File: src/rtl/tcc_pkg.sv
package tcc_pkg;
  typedef enum logic [1:0] {
    ST_WATCH = 2'd0,
    ST_COUNT = 2'd1,
    ST_SEND  = 2'd2,
    ST_WAIT  = 2'd3
  } cell_state_e;
  localparam int unsigned STATE_W = 2;
endpackage

File: src/rtl/tcc_sync.sv
module tcc_sync #(
  parameter int unsigned STAGES = 2
) (
  input  logic clk_i,
  input  logic rst_ni,
  input  logic d_i,
  output logic q_o,
  output logic primed_o
);
  logic [STAGES-1:0] pipe_q;
  logic [STAGES-1:0] fill_q;

  always_ff @(posedge clk_i or negedge rst_ni) begin
    if (!rst_ni) begin
      pipe_q <= '0;
      fill_q <= '0;
    end else begin
      pipe_q <= {pipe_q[STAGES-2:0], d_i};
      fill_q <= {fill_q[STAGES-2:0], 1'b1};
    end
  end

  assign q_o      = pipe_q[STAGES-1];
  assign primed_o = fill_q[STAGES-1];
endmodule

File: src/rtl/tcc_sat_counter.sv
module tcc_sat_counter #(
  parameter int unsigned CNT_W = 16
) (
  input  logic             clk_i,
  input  logic             rst_ni,
  input  logic             clr_i,
  input  logic             inc_i,
  output logic [CNT_W-1:0] q_o
);
  localparam logic [CNT_W-1:0] TOP = {CNT_W{1'b1}};
  logic [CNT_W-1:0] q;

  always_ff @(posedge clk_i or negedge rst_ni) begin
    if (!rst_ni) begin
      q <= '0;
    end else if (clr_i) begin
      q <= CNT_W'(inc_i);
    end else if (inc_i && (q != TOP)) begin
      q <= q + 1'b1;
    end
  end

  assign q_o = q;
endmodule

File: src/rtl/tcc_state_reg.sv
module tcc_state_reg #(
  parameter int unsigned W       = 2,
  parameter bit          USE_TMR = 1'b1
) (
  input  logic         clk_i,
  input  logic         rst_ni,
  input  logic [W-1:0] d_i,
  output logic [W-1:0] q_o
);
  if (USE_TMR) begin : g_tmr
    logic [W-1:0] r0, r1, r2;
    always_ff @(posedge clk_i or negedge rst_ni) begin
      if (!rst_ni) begin
        r0 <= '0;
        r1 <= '0;
        r2 <= '0;
      end else begin
        r0 <= d_i;
        r1 <= d_i;
        r2 <= d_i;
      end
    end
    assign q_o = (r0 & r1) | (r0 & r2) | (r1 & r2);
  end else begin : g_single
    logic [W-1:0] r;
    always_ff @(posedge clk_i or negedge rst_ni) begin
      if (!rst_ni) r <= '0;
      else         r <= d_i;
    end
    assign q_o = r;
  end
endmodule

File: src/rtl/transient_capture_cell.sv
module transient_capture_cell
  import tcc_pkg::*;
#(
  parameter int unsigned CNT_W       = 16,
  parameter int unsigned SYNC_STAGES = 2,
  parameter bit          USE_TMR     = 1'b1
) (
  input  logic             clk_i,
  input  logic             rst_ni,
  input  logic             nominal_i,
  input  logic             line_i,
  input  logic             rearm_i,
  output logic             event_valid_o,
  input  logic             event_ready_i,
  output logic [CNT_W-1:0] duration_o
);
  logic             line_s, primed;
  logic             anomaly;
  logic [STATE_W-1:0] st_raw, nxt_raw;
  cell_state_e      st, nxt;
  logic             cnt_clr, cnt_inc;

  tcc_sync #(.STAGES(SYNC_STAGES)) i_sync (
    .clk_i    (clk_i),
    .rst_ni   (rst_ni),
    .d_i      (line_i),
    .q_o      (line_s),
    .primed_o (primed)
  );

  assign anomaly = primed && (line_s != nominal_i);

  tcc_state_reg #(.W(STATE_W), .USE_TMR(USE_TMR)) i_state (
    .clk_i  (clk_i),
    .rst_ni (rst_ni),
    .d_i    (nxt_raw),
    .q_o    (st_raw)
  );

  assign st      = cell_state_e'(st_raw);
  assign nxt_raw = nxt;

  always_comb begin
    nxt     = st;
    cnt_clr = 1'b0;
    cnt_inc = 1'b0;
    if (rearm_i) begin
      nxt     = ST_WATCH;
      cnt_clr = 1'b1;
    end else begin
      unique case (st)
        ST_WATCH: begin
          cnt_clr = 1'b1;
          if (anomaly) begin
            cnt_inc = 1'b1;
            nxt     = ST_COUNT;
          end
        end
        ST_COUNT: begin
          if (anomaly) cnt_inc = 1'b1;
          else         nxt     = ST_SEND;
        end
        ST_SEND: begin
          if (event_ready_i) nxt = ST_WAIT;
        end
        ST_WAIT: nxt = ST_WAIT;
        default: nxt = ST_WATCH;
      endcase
    end
  end

  tcc_sat_counter #(.CNT_W(CNT_W)) i_cnt (
    .clk_i  (clk_i),
    .rst_ni (rst_ni),
    .clr_i  (cnt_clr),
    .inc_i  (cnt_inc),
    .q_o    (duration_o)
  );

  assign event_valid_o = (st == ST_SEND);
endmodule

File: config.mk
export PLATFORM = sky130hd
export DESIGN_NAME = transient_capture_cell
export DESIGN_NICKNAME = d
export VERILOG_FILES = /design/src/rtl/tcc_pkg.sv /design/src/rtl/tcc_sync.sv /design/src/rtl/tcc_sat_counter.sv /design/src/rtl/tcc_state_reg.sv /design/src/rtl/transient_capture_cell.sv
export SDC_FILE = /design/constraint.sdc
export NUM_CORES = 1
export LEC_CHECK = 0
export ABC_AREA = 1
export CORE_UTILIZATION = 29
export CTS_CLUSTER_DIAMETER = 100
export DETAILED_ROUTE_END_ITERATION = 6
export PLACE_DENSITY = 0.58
export SLEW_MARGIN = 20
export SYNTH_ARGS = -nofsm -noshare
export SYNTH_HDL_FRONTEND = slang
export SYNTH_SLANG_ARGS = --single-unit
File: constraint.sdc
create_clock -name clk_i -period 1.9 [get_ports clk_i]
set_input_delay 0.19 -clock clk_i [delete_from_list [all_inputs] [get_ports clk_i]]
set_output_delay 0.19 -clock clk_i [all_outputs]
set_load 0.02 [all_outputs]
==> impl_metrics.csv <==
group,metric,value,unit
worst_setup_path,start_kind,"flip-flop",
worst_setup_path,required,2.10,ns
placed_design,dp.cells,242,
worst_setup_path,critPathMaxStageDelay,0.41,ns
layout,multi_input_area,643,um2
sta,tns,0,ns
synth,yosys_warnings,0,
worst_setup_path,crit_fanout,15,
sta,fin_crit,1.64,ns
floorplan,die_w,68.0,um
synth,yosys_register_bits,22,
layout,n_antenna_cell,0,
cts,cts_max_path_buffers,2,
grt,overflow,0,
grt,grt_pass1_wl,5.02,mm
detailed_routing,via_count,1127,
detailed_routing,routed_wl,2.89,mm
power_and_ir_drop,peakVddDrop,0.271,mV
sta,fmax,609,MHz
layout,fillers,424,
synth,synth_enable_flop_cells,0,
synth,synth_ff_type,"dfrtp_1",
synth,ys_types,22,
worst_setup_path,critPathKind,"reg2reg",
synth,yosysSeqAreaShare,0.436,
floorplan,die_y,68.0,um
cts,numCtsBuffers,3,
cts,ctsResizeCount,0,
cts,htree_levels,1,
grt,grt_start_max_net_pins,23,
layout,ff_latch_area,551,um2
cts,cts_tree,"done",
sta,final-setup-viol-count,0,
worst_setup_path,crit_slowest_cell,"dfrtp_1",
power_and_ir_drop,p_leak,0.727,nW
synth,synth.most_common_cell,"nand2_1",
power_and_ir_drop,finalPower,0.000877,W
floorplan,die-area,4630,um2
sta,hold_ws,0.271,ns
detailed_routing,final_antenna_net_count,0,
layout,finalNonFillerCells,245,
synth,synth_area_leaders,"dfrtp_1 (44%), nand2_1 (18%), nand4_1 (6.4%)",
synth,synth_top_cells_by_count,"nand2_1 (61), dfrtp_1 (22), nor2_1 (21), nand4_1 (13), inv_1 (11)",
cts,hold_buffers,0,
cts,worstSkewPairLatency,0.26,ns
cts,cts.clk_slew.worst_paths,0.08,ns
worst_setup_path,path_cells,"ha_1 -> nand3_2 -> inv_2 -> nand2_4 -> nor2_4 -> nor2_2 -> nor2_4 -> nand2_1 -> nand2_1",
grt,grt_usage,0.149,
synth,postSynthCellCount,168,
cts,post_cts_buffers,0,
grt,antenna_found_initial,0,
grt,grt_pass1_vias,1064,
synth,yosysTopAreaCell,"dfrtp_1",
layout,syn_to_final_growth,26.9,%
detailed_routing,drc,0,
synth,yosys.area.top_type_share,0.436,
min_path,hp-class,"in2async",
floorplan,core_area,4090,um2
worst_setup_path,worstSetupEndpointType,"flip-flop",
placed_design,portBuffers,22,
sta,drv_slew,0,
power_and_ir_drop,powerDensity,546,nW/um2
synth,synth_nets,175,
sta,fin_skew,0.00518,ns
cts,cts_num_sinks,22,
detailed_routing,dr.pass1.iters,5,
placed_design,gp_congestion,0.830,
worst_setup_path,cp.arrival,1.85,ns
run_status,status,"complete, no violations",
sta,fin_crit_sh,0.864,
detailed_routing,wl_per_cell,11.8,um
placed_design,pre_cts_ws,0.243,ns
synth,async_reset_ff_frac,1.00,
detailed_routing,avgViaCountPerCell,4.60,
synth,avgSynthCellArea,7.52,um2
cts,cts-root-buf,"clkbuf_8",
layout,drive_above_1_share,0.0923,
synth,synthesis.area,1260,um2
floorplan,start_util,0.309,
floorplan,num_rows,23,
job,max-cap-violations,0,
sta,hold_viol,0,
floorplan,top_level_ports,23,
layout,layout.nets,204,
sta,setup_ws,0.258,ns
sta,rsz0062_at_grt,"false",
detailed_routing,drt-initial-drc-count,73,
placed_design,dp_hpwl,2.08,mm
[power breakdown]
group	total, W	internal, W	switching (W)	leakage [nW]
Sequential	0.000483	0.000478	0.00000515	0.296
Combinational	0.000100	0.0000379	0.0000623	0.409
Clock	0.000293	0.000142	0.000151	0.0216
[final timing paths]
check	start	end	slack, ns	cells after the start
setup / recovery	i_cnt.q_o[1]	i_cnt.q_o[7]	0.26	9
hold / removal	rst_ni	i_cnt.q_o[3]	0.27	2
setup reg to reg	i_cnt.q_o[1]	i_cnt.q_o[7]	0.26	9
hold reg to reg	i_sync.pipe_q[0]	i_sync.pipe_q[1]	0.35	0
max in group asynchronous	rst_ni	i_cnt.q_o[10]	1.39	2
min in group clk_i	i_sync.pipe_q[0]	i_sync.pipe_q[1]	0.35	0
[stage by stage]
step | instance area (um2) | utilization
after floorplan | 1260 | -
after global placement | 1560 | 0.382
after detailed placement | 1560 | 0.382
after CTS | 1600 | 0.393
after global routing | 1600 | 0.393
final | 1600 | 0.393
[logic make-up after synthesis]
family	after synthesis	share of synthesized area
xor gates and xnor gates	7	0.0485
and+or+nand+nor	111	0.398
DFF	22	0.436
other	1	0.00297
adders and majority gates	1	0.00990
AOI/OAI and AO/OA	10	0.0495
buffers and inverters	16	0.0554
[cells in the final DEF (no fill, tap or decap), types with 2 or more instances in the layout]
cell type / instances
buf_4: 5
clkbuf_8: 3
clkdlybuf4s50_1: 22
dfrtp_1: 22
inv_1: 11
inv_2: 2
nand2_1: 61
nand3_1: 8
nand4_1: 13
nor2_1: 21
nor2_2: 2
nor2_4: 3
o21ai_0: 3
o21bai_1: 4
xor2_1: 7
[per-layer routing]
metal  GRT usage  part of all wire  routed length, um  vias up
met1       0.193              0.49               1430      502
met3      0.0433             0.048                139        5
li1            -                 -                  -      594
met2       0.233              0.44               1280       26
met5           0                 0                  0        -
met4      0.0547             0.012                 36        0
[area by class of cell]
class | instances | share of cell area
repair buffers | 27 | 0.161
inverters | 13 | 0.0304
clock buffers | 3 | 0.0257
well taps | 50 | 0.0390
flip-flops and latches | 22 | 0.343
multi-input cells | 130 | 0.401
[worst max-delay path, delay by kind of cell (launching register included)]
kind,cells,cell delay [ns]
flops,1,0.41
fa+ha+maj,1,0.22
simple gates,7,0.85
buf+inv,1,0.10
[registers in the layout, indices dropped and copies added (netlist names)]
register and flops:
i_state.g_tmr.r0 2, i_sync.fill_q 2, i_sync.pipe_q 2, i_cnt.q_o 16
Note: power is estimated with default switching activity, not from simulation.
